[src/rtl/sfl_pkg.sv]
// Package: shared format type, opcode values and length/bit helpers
// for the serial frame-length tracker.
package sfl_pkg;

    localparam int NARROW_W = 12;
    localparam int WIDE_W   = 16;

    localparam logic [3:0] OP_CONV12_MSB = 4'd1;
    localparam logic [3:0] OP_CONV12_LSB = 4'd2;
    localparam logic [3:0] OP_CONV16_MSB = 4'd3;
    localparam logic [3:0] OP_CONV16_LSB = 4'd4;
    localparam logic [3:0] OP_SIGN_ON    = 4'd5;
    localparam logic [3:0] OP_SIGN_OFF   = 4'd6;
    localparam logic [3:0] OP_CAL        = 4'd8;
    localparam logic [3:0] OP_STATUS     = 4'd9;

    typedef struct packed {
        logic wide;       // 1: 16-bit word, 0: 12-bit word
        logic lsb_first;  // data order on DO
        logic sign_on;    // sign bit sent ahead of the data
    } sfl_fmt_t;

    localparam sfl_fmt_t FMT_RESET = '{wide: 1'b0, lsb_first: 1'b0, sign_on: 1'b1};

    // Number of SCLK pulses one exchange takes for a given format.
    function automatic logic [4:0] fmt_len(sfl_fmt_t f);
        logic [4:0] n;
        n = f.wide ? 5'(WIDE_W) : 5'(NARROW_W);
        return n + {4'd0, f.sign_on};
    endfunction

    // True for opcodes that start a conversion.
    function automatic logic is_conv(logic [3:0] op);
        return (op >= OP_CONV12_MSB) && (op <= OP_CONV16_LSB);
    endfunction

    // True for opcodes allowed to end early in strobed use.
    function automatic logic is_short(logic [3:0] op);
        return (op == OP_CAL) || (op == OP_STATUS);
    endfunction

endpackage

[src/rtl/sfl_edge.sv]
// Module: sfl_edge
// Samples SCLK and CS in the system clock domain and produces
// one-cycle edge strobes. Assumes both inputs are already synchronous
// to clk and that SCLK is much slower than clk.
module sfl_edge (
    input  logic clk,
    input  logic rst_n,
    input  logic sclk,
    input  logic cs_n,
    output logic sclk_rise,
    output logic sclk_fall,
    output logic cs_rise
);

    logic sclk_q;
    logic cs_q;

    // Hold last sampled levels for edge detection.
    always_ff @(posedge clk) begin
        if (!rst_n) begin
            sclk_q <= 1'b0;
            cs_q   <= 1'b1;
        end else begin
            sclk_q <= sclk;
            cs_q   <= cs_n;
        end
    end

    // Edge strobes from current versus previous level.
    always_comb begin
        sclk_rise = sclk & ~sclk_q;
        sclk_fall = ~sclk & sclk_q;
        cs_rise   = cs_n & ~cs_q;
    end

endmodule

[src/rtl/sfl_frame_ctl.sv]
// Module: sfl_frame_ctl
// Counts SCLK pulses per exchange, wraps at the expected length, shifts
// in the instruction byte and flags exchanges cut short illegally.
// Assumes frame_len is at least INSTR_W + 1.
module sfl_frame_ctl #(
    parameter int CNT_W   = 5,
    parameter int INSTR_W = 8,
    parameter int OPC_W   = 4
) (
    input  logic               clk,
    input  logic               rst_n,
    input  logic               sclk_rise,
    input  logic               cs_n,
    input  logic               cs_rise,
    input  logic               di,
    input  logic [CNT_W-1:0]   frame_len,
    output logic [CNT_W-1:0]   cnt_o,
    output logic               instr_vld_o,
    output logic [INSTR_W-1:0] instr_o,
    output logic               desync_o
);

    import sfl_pkg::*;

    localparam logic [CNT_W-1:0] INSTR_LAST = CNT_W'(INSTR_W - 1);
    localparam logic [CNT_W-1:0] INSTR_CNT  = CNT_W'(INSTR_W);

    logic [INSTR_W-1:0] shift_q;
    logic               short_ok_q;
    logic [INSTR_W-1:0] byte_in;
    logic               frame_end;
    logic               early_stop;

    // Next instruction byte and boundary conditions.
    always_comb begin
        byte_in    = {shift_q[INSTR_W-2:0], di};
        frame_end  = (cnt_o == CNT_W'(frame_len - 1'b1));
        early_stop = (cnt_o != '0) && !((cnt_o >= INSTR_CNT) && short_ok_q);
    end

    // Pulse counter, instruction shifter and sticky desync flag.
    always_ff @(posedge clk) begin
        if (!rst_n) begin
            cnt_o       <= '0;
            shift_q     <= '0;
            short_ok_q  <= 1'b0;
            instr_vld_o <= 1'b0;
            instr_o     <= '0;
            desync_o    <= 1'b0;
        end else begin
            instr_vld_o <= 1'b0;
            if (cs_rise) begin
                cnt_o      <= '0;
                shift_q    <= '0;
                short_ok_q <= 1'b0;
                if (early_stop) begin
                    desync_o <= 1'b1;
                end
            end else if (sclk_rise && !cs_n) begin
                shift_q <= byte_in;
                if (frame_end) begin
                    cnt_o      <= '0;
                    short_ok_q <= 1'b0;
                end else begin
                    cnt_o <= cnt_o + 1'b1;
                end
                if (cnt_o == INSTR_LAST) begin
                    instr_vld_o <= 1'b1;
                    instr_o     <= byte_in;
                    short_ok_q  <= is_short(byte_in[INSTR_W-1 -: OPC_W]);
                end
            end
        end
    end

endmodule

[src/rtl/sfl_fmt_reg.sv]
// Module: sfl_fmt_reg
// Decodes completed instructions into a pending output format and a
// channel setting; the pending format becomes active only between
// exchanges (counter at zero).
module sfl_fmt_reg #(
    parameter int CNT_W   = 5,
    parameter int INSTR_W = 8,
    parameter int OPC_W   = 4,
    parameter int CHAN_W  = 4
) (
    input  logic                 clk,
    input  logic                 rst_n,
    input  logic                 instr_vld,
    input  logic [INSTR_W-1:0]   instr,
    input  logic [CNT_W-1:0]     cnt,
    output sfl_pkg::sfl_fmt_t    fmt_act_o,
    output logic [CNT_W-1:0]     frame_len_o,
    output logic [CHAN_W-1:0]    chan_cfg_o,
    output logic                 conv_start_o
);

    import sfl_pkg::*;

    sfl_fmt_t          fmt_next_q;
    logic [OPC_W-1:0]  op;

    assign op = instr[INSTR_W-1 -: OPC_W];

    // Pending format, channel latch and conversion-start pulse.
    always_ff @(posedge clk) begin
        if (!rst_n) begin
            fmt_next_q   <= FMT_RESET;
            chan_cfg_o   <= '0;
            conv_start_o <= 1'b0;
        end else begin
            conv_start_o <= 1'b0;
            if (instr_vld) begin
                if (is_conv(op)) begin
                    fmt_next_q.wide      <= (op == OP_CONV16_MSB) || (op == OP_CONV16_LSB);
                    fmt_next_q.lsb_first <= (op == OP_CONV12_LSB) || (op == OP_CONV16_LSB);
                    chan_cfg_o           <= instr[CHAN_W-1:0];
                    conv_start_o         <= 1'b1;
                end else if (op == OP_SIGN_ON) begin
                    fmt_next_q.sign_on <= 1'b1;
                end else if (op == OP_SIGN_OFF) begin
                    fmt_next_q.sign_on <= 1'b0;
                end
            end
        end
    end

    // Active format follows the pending one only between exchanges.
    always_ff @(posedge clk) begin
        if (!rst_n) begin
            fmt_act_o <= FMT_RESET;
        end else if (cnt == '0) begin
            fmt_act_o <= fmt_next_q;
        end
    end

    assign frame_len_o = CNT_W'(fmt_len(fmt_act_o));

endmodule

[src/rtl/sfl_serializer.sv]
// Module: sfl_serializer
// Captures the result word between exchanges and drives DO: bit 0
// while idle, bit k after the k-th falling SCLK edge.
// Assumes DATA_W is at least the wide word width.
module sfl_serializer #(
    parameter int DATA_W = 16,
    parameter int CNT_W  = 5
) (
    input  logic              clk,
    input  logic              rst_n,
    input  logic              sclk_fall,
    input  logic [CNT_W-1:0]  cnt,
    input  sfl_pkg::sfl_fmt_t fmt,
    input  logic [DATA_W-1:0] res_i,
    output logic              do_o
);

    import sfl_pkg::*;

    logic [DATA_W-1:0] word_q;
    logic              do_q;

    // Bit k of the output word for a format.
    function automatic logic word_bit(logic [DATA_W-1:0] w, sfl_fmt_t f, int k);
        int width;
        int j;
        width = f.wide ? WIDE_W : NARROW_W;
        if (f.sign_on && (k == 0)) begin
            return w[DATA_W-1];
        end
        j = f.sign_on ? k - 1 : k;
        if (j >= width) begin
            return 1'b0;
        end
        return f.lsb_first ? w[j] : w[width-1-j];
    endfunction

    // Result capture between exchanges and DO update on falling edges.
    always_ff @(posedge clk) begin
        if (!rst_n) begin
            word_q <= '0;
            do_q   <= 1'b0;
        end else begin
            if (cnt == '0) begin
                word_q <= res_i;
            end
            if (sclk_fall && (cnt != '0)) begin
                do_q <= word_bit(word_q, fmt, int'(cnt));
            end
        end
    end

    assign do_o = (cnt == '0) ? word_bit(word_q, fmt, 0) : do_q;

endmodule

[src/rtl/sfl_frame_tracker.sv]
// Module: sfl_frame_tracker (top)
// Device-side serial port that tracks the expected pulse count per
// exchange from the output format, decodes instructions and shifts
// results. Serial inputs must be synchronous to clk and slower than it.
module sfl_frame_tracker #(
    parameter int DATA_W  = 16,
    parameter int CNT_W   = 5,
    parameter int INSTR_W = 8,
    parameter int OPC_W   = 4,
    parameter int CHAN_W  = 4
) (
    input  logic              clk,
    input  logic              rst_n,
    input  logic              cs_n,
    input  logic              sclk,
    input  logic              di,
    input  logic [DATA_W-1:0] res_i,
    output logic              do_o,
    output logic              instr_vld_o,
    output logic [OPC_W-1:0]  instr_op_o,
    output logic [CHAN_W-1:0] chan_cfg_o,
    output logic              conv_start_o,
    output logic [CNT_W-1:0]  frame_len_o,
    output logic              desync_o
);

    import sfl_pkg::*;

    logic               sclk_rise;
    logic               sclk_fall;
    logic               cs_rise;
    logic [CNT_W-1:0]   bit_cnt;
    logic [INSTR_W-1:0] instr;
    sfl_fmt_t           fmt_act;

    sfl_edge u_edge (
        .clk       (clk),
        .rst_n     (rst_n),
        .sclk      (sclk),
        .cs_n      (cs_n),
        .sclk_rise (sclk_rise),
        .sclk_fall (sclk_fall),
        .cs_rise   (cs_rise)
    );

    sfl_frame_ctl #(.CNT_W(CNT_W), .INSTR_W(INSTR_W), .OPC_W(OPC_W)) u_ctl (
        .clk         (clk),
        .rst_n       (rst_n),
        .sclk_rise   (sclk_rise),
        .cs_n        (cs_n),
        .cs_rise     (cs_rise),
        .di          (di),
        .frame_len   (frame_len_o),
        .cnt_o       (bit_cnt),
        .instr_vld_o (instr_vld_o),
        .instr_o     (instr),
        .desync_o    (desync_o)
    );

    sfl_fmt_reg #(.CNT_W(CNT_W), .INSTR_W(INSTR_W), .OPC_W(OPC_W), .CHAN_W(CHAN_W)) u_fmt (
        .clk          (clk),
        .rst_n        (rst_n),
        .instr_vld    (instr_vld_o),
        .instr        (instr),
        .cnt          (bit_cnt),
        .fmt_act_o    (fmt_act),
        .frame_len_o  (frame_len_o),
        .chan_cfg_o   (chan_cfg_o),
        .conv_start_o (conv_start_o)
    );

    sfl_serializer #(.DATA_W(DATA_W), .CNT_W(CNT_W)) u_ser (
        .clk       (clk),
        .rst_n     (rst_n),
        .sclk_fall (sclk_fall),
        .cnt       (bit_cnt),
        .fmt       (fmt_act),
        .res_i     (res_i),
        .do_o      (do_o)
    );

    assign instr_op_o = instr[INSTR_W-1 -: OPC_W];

endmodule

[config.mk]
export PLATFORM = sky130hd
export DESIGN_NAME = sfl_frame_tracker
export DESIGN_NICKNAME = d
export VERILOG_FILES = /design/src/rtl/sfl_pkg.sv /design/src/rtl/sfl_edge.sv /design/src/rtl/sfl_frame_ctl.sv /design/src/rtl/sfl_fmt_reg.sv /design/src/rtl/sfl_serializer.sv /design/src/rtl/sfl_frame_tracker.sv
export SDC_FILE = /design/constraint.sdc
export NUM_CORES = 1
export LEC_CHECK = 0
export CORE_MARGIN = 4
export CORE_UTILIZATION = 42
export CTS_BUF_LIST = sky130_fd_sc_hd__clkbuf_4
export CTS_CLUSTER_DIAMETER = 30
export DETAILED_ROUTE_END_ITERATION = 10
export PLACE_DENSITY = 0.6
export SKIP_LAST_GASP = 1
export SYNTH_ARGS = -nofsm -noshare
export SYNTH_HDL_FRONTEND = slang
export SYNTH_HIERARCHICAL = 1
export SYNTH_SLANG_ARGS = --single-unit
export TNS_END_PERCENT = 30
[constraint.sdc]
create_clock -name clk -period 7.3 [get_ports clk]
set_clock_uncertainty 0.2 [all_clocks]
set_input_delay 1.46 -clock clk [delete_from_list [all_inputs] [get_ports clk]]
set_output_delay 1.46 -clock clk [all_outputs]
set_load 0.005 [all_outputs]
==> run summary <==
The run finished with clean final reports. The post-synthesis async set-or-reset flop share works out to 0%. During synthesis, Yosys emitted a total of 6 warnings. The die height was 95.74 um.

The synthesis-stage register bit count was 53. The clock root buffer was sky130_fd_sc_hd__clkbuf_4. Max-cap violations in this run came to 0. The floorplan step set the die width to 95.74 um. For this run, the top clock speed supported by timing is 0.2157 GHz.

Once the clock tree was built, the resizer swapped 0 gates to a different size. The peak ir drop on the vdd network was 0.09113 mV; the effective utilization at floorplan was 43.87%. The count of nets left with antenna violations once routing finished came out at 0. The logs give 444 for the final layout net count and 504 for the number of placed instances, taps included. The main flop type after synthesis is sky130_fd_sc_hd__dfxtp_1.

Counting every sink on the clock net gives 53. For the maximum number of pins on one net before global-route repair, the log shows 42. The critical path in this run is classified as flop to output port.

After detailed routing, the average wire length per cell comes to 15.11 um. Portion of the clock cycle consumed by the worst path in the final layout: 63.52%. TritonCTS built the clock tree. The run gives 248.8 uW as the net switching power. The first detailed-routing pass took 5 iterations.

In the layout the commonest cells are sky130_fd_sc_hd__nand2_1, sky130_fd_sc_hd__dfxtp_1, sky130_fd_sc_hd__clkdlybuf4s50_1, sky130_fd_sc_hd__a21oi_1, sky130_fd_sc_hd__mux2i_1. The final period demand of the worst path came out at 4.637 ns. Summing every instance area after synthesis gives 3233 um2.

The tools report the cell internal power dissipation as 478.7 uW. The share of total power dissipated in combinational logic is 32.1%. The CTS clock-pin slew for the worst setup and hold paths was 0.14 ns. The run gives 0 as the final-report hold violation count. Setup violations remaining at the end of the flow were counted as 0. The kind of end point of the critical path was an output port. The data required time at the worst endpoint was 5.64 ns; the boundary pin count was 38. After detailed routing, the total wire length is 7735 um.

The tools report the global router's overall resource usage as 17.65%. No sink is reached through more buffers than the 2 on the longest clock path. At the worst endpoint, the arrival time is 2.98 ns. The slew at the pin closest to its max-slew limit was 1.075 ns. The power density over the cells is 197.4 nW/um2. The wire-length estimate of the detail-placed layout is 5510 um. The run gives 9165 um2 as the die area. The H-tree was split into 2 levels. In this run the core area contains 31 standard-cell rows. The initial antenna violation count was 0; the count of vias placed by the detailed router was 2826. The number of vias per cell is 5.520, and the core area is 7370 um2. The path class of the tightest hold or removal check is flop to flop. For the worst-skew pair, the clock arrives at the later sink with an insertion delay of 0.37 ns. The first global-routing pass estimated 12980 um of wire. In this run, synthesis inferred 0 flip-flops with an integrated enable. The net count after synthesis came out at 421. For the final routed database, the setup TNS stands at 0 ns. In this run switching power makes up 34.20% of total power. Of the cells placed in the final design, the portion with a size suffix greater than 1 is 5.811%. Dividing the synthesized area by the synthesized cell count gives 8.311 um2. Most common cell after layout, fill and taps aside: sky130_fd_sc_hd__nand2_1. The global placer's final weighted congestion was 0.8969.

After routing the design area is 3686 um2. In this run the static leakage power is 1.285 nW. After detailed placement, the total cell area comes to 3607 um2. For this block, the initial DRC count from the detailed router was 188.

The worst setup path is launched from a flop. The post-synthesis to final-layout area growth came out at 14.01%. In this run the worst path has a maximum fanout of 22.

The number of non-filler instances in the completed layout is 512, and the hold buffer count at cts is 0. The synthesized netlist cell count was 389; the antenna diode count was 0. Of the total power, registers draw 45.3%. The clock buffer count from CTS was 5; the detailed-route DRC error count was 0. The via count of the first global-routing pass was 2645.

The final count of pins violating max slew was 0. Global routing finished with a remaining overflow of 0. Setup repair after global routing left no endpoint under its margin.

Input and output buffers added on the ports amount to 36. After clock tree synthesis, the setup repair step added 0 buffers. Yosys mapped the design onto 64 distinct sky130hd cell types. Share of synthesized area occupied by flip-flops and latches: 32.82%.

The logs give 22.6% for the share of total power in the clock network and 4.11 ns for the worst-case register-to-register setup slack. In this run the tightest slew margin relative to its limit is 28.09%.
[routing by layer]
metal  wire length (um)  GRT usage (%)
met5                  0              0
met4                 82          4.384
met3                406          3.206
met2               3392          26.58
met1               3853          25.97
[stage by stage]
stage               utilization (%)  hold WS, ns  total power, mW  worst slack (ns)
global placement              48.95       0.2501           0.5644             3.113
CTS                           50.02       0.2739           0.7332             2.611
finish                        50.02       0.2689           0.7275             2.663
global route                  50.02       0.2933           0.7684             2.374
detailed placement            48.95       0.2458           0.5663             3.049
floorplan                         -       0.2373           0.5066             3.664
[power groups by stage]
| stage | clock network, mW | logic, mW | registers, mW |
|---|---|---|---|
| floorplan | 0 | 0.179 | 0.327 |
| global placement | 0 | 0.229 | 0.335 |
| detailed placement | 0 | 0.231 | 0.336 |
| CTS | 0.172 | 0.232 | 0.329 |
| global route | 0.179 | 0.257 | 0.332 |
| finish | 0.165 | 0.233 | 0.330 |
[synthesized netlist by cell type (3+ instances only)]
| library cell | n | area share [%] |
|---|---|---|
| sky130_fd_sc_hd__nand2b_1 | 9 | 1.7 |
| sky130_fd_sc_hd__inv_1 | 16 | 1.9 |
| sky130_fd_sc_hd__o21ai_0 | 19 | 2.9 |
| sky130_fd_sc_hd__o21a_1 | 3 | 0.70 |
| sky130_fd_sc_hd__buf_2 | 4 | 0.62 |
| sky130_fd_sc_hd__buf_6 | 3 | 1.0 |
| sky130_fd_sc_hd__nand3b_1 | 6 | 1.4 |
| sky130_fd_sc_hd__a311oi_1 | 3 | 0.81 |
| sky130_fd_sc_hd__buf_4 | 5 | 1.2 |
| sky130_fd_sc_hd__mux2i_1 | 24 | 7.4 |
| sky130_fd_sc_hd__nand2_1 | 66 | 7.7 |
| sky130_fd_sc_hd__nor2_1 | 10 | 1.2 |
| sky130_fd_sc_hd__dfxtp_1 | 53 | 33 |
| sky130_fd_sc_hd__xnor2_1 | 6 | 1.6 |
| sky130_fd_sc_hd__nand3_1 | 12 | 1.9 |
| sky130_fd_sc_hd__o211ai_1 | 3 | 0.70 |
| sky130_fd_sc_hd__mux2_2 | 3 | 1.0 |
| sky130_fd_sc_hd__nor2b_1 | 13 | 2.5 |
| sky130_fd_sc_hd__nor3_1 | 5 | 0.77 |
| sky130_fd_sc_hd__a21oi_1 | 28 | 4.3 |
| sky130_fd_sc_hd__xor2_1 | 7 | 1.9 |
| sky130_fd_sc_hd__clkbuf_1 | 9 | 1.0 |
| sky130_fd_sc_hd__a31oi_1 | 6 | 1.2 |
| sky130_fd_sc_hd__nor4_1 | 3 | 0.58 |
| sky130_fd_sc_hd__a21boi_0 | 16 | 3.7 |
| sky130_fd_sc_hd__ha_1 | 11 | 4.3 |
[kinds of logic (layout without fill, tap and decap cells)]
kind of cell               Yosys count  count (layout)  synth area share (%)
AOI/OAI and AO/OA                   97              97                 19.58
and+or+nand+nor                    144             144                 23.30
buffers and inverters               40              64                 6.076
DFF                                 53              53                 32.82
muxes                               30              30                 10.33
other                                1               1                0.1160
xor gates and xnor gates            13              13                 3.522
adders and majority gates           11              11                 4.257
[final timing paths]
path,startpoint,end,depth (start not counted)
setup / recovery,u_ctl/cnt_o[1]$_SDFFE_PP0P_,do_o,6
hold / removal,u_fmt/chan_cfg_o[2]$_SDFFE_PN0P_,u_fmt/chan_cfg_o[2]$_SDFFE_PN0P_,2
setup reg to reg,u_ctl/cnt_o[1]$_SDFFE_PP0P_,u_ser/do_q$_SDFFE_PN0P_,10
hold reg to reg,u_fmt/chan_cfg_o[2]$_SDFFE_PN0P_,u_fmt/chan_cfg_o[2]$_SDFFE_PN0P_,2
[flip-flops by register name, summed over array words and instances (netlist names), 3 cells and up]
name / cells
u_ctl/shift_q: 7
u_ctl/instr_o: 8
u_fmt/fmt_next_q: 3
u_ctl/cnt_o: 5
u_ser/word_q: 16
u_fmt/fmt_act_o: 3
u_fmt/chan_cfg_o: 4
[final cells by class]
class                           count  area (um2)
Tap cell                           99       123.9
Fill cell                         737        3684
Timing Repair Buffer               39       382.9
Clock buffer                        6       45.04
Sequential cell                    53        1061
Clock inverter                      2       33.78
Multi-Input combinational cell    296        1976
Inverter                           17       63.81
[critical path, stage by stage, from the launching register on]
cell	delay [ns]
sky130_fd_sc_hd__dfxtp_1	0.91
sky130_fd_sc_hd__inv_1	0.14
sky130_fd_sc_hd__ha_1	0.26
sky130_fd_sc_hd__nand3b_1	0.56
sky130_fd_sc_hd__nand2_1	0.11
sky130_fd_sc_hd__o21ai_0	0.10
sky130_fd_sc_hd__clkdlybuf4s50_1	0.54
Note: power is estimated with default switching activity, not from simulation.
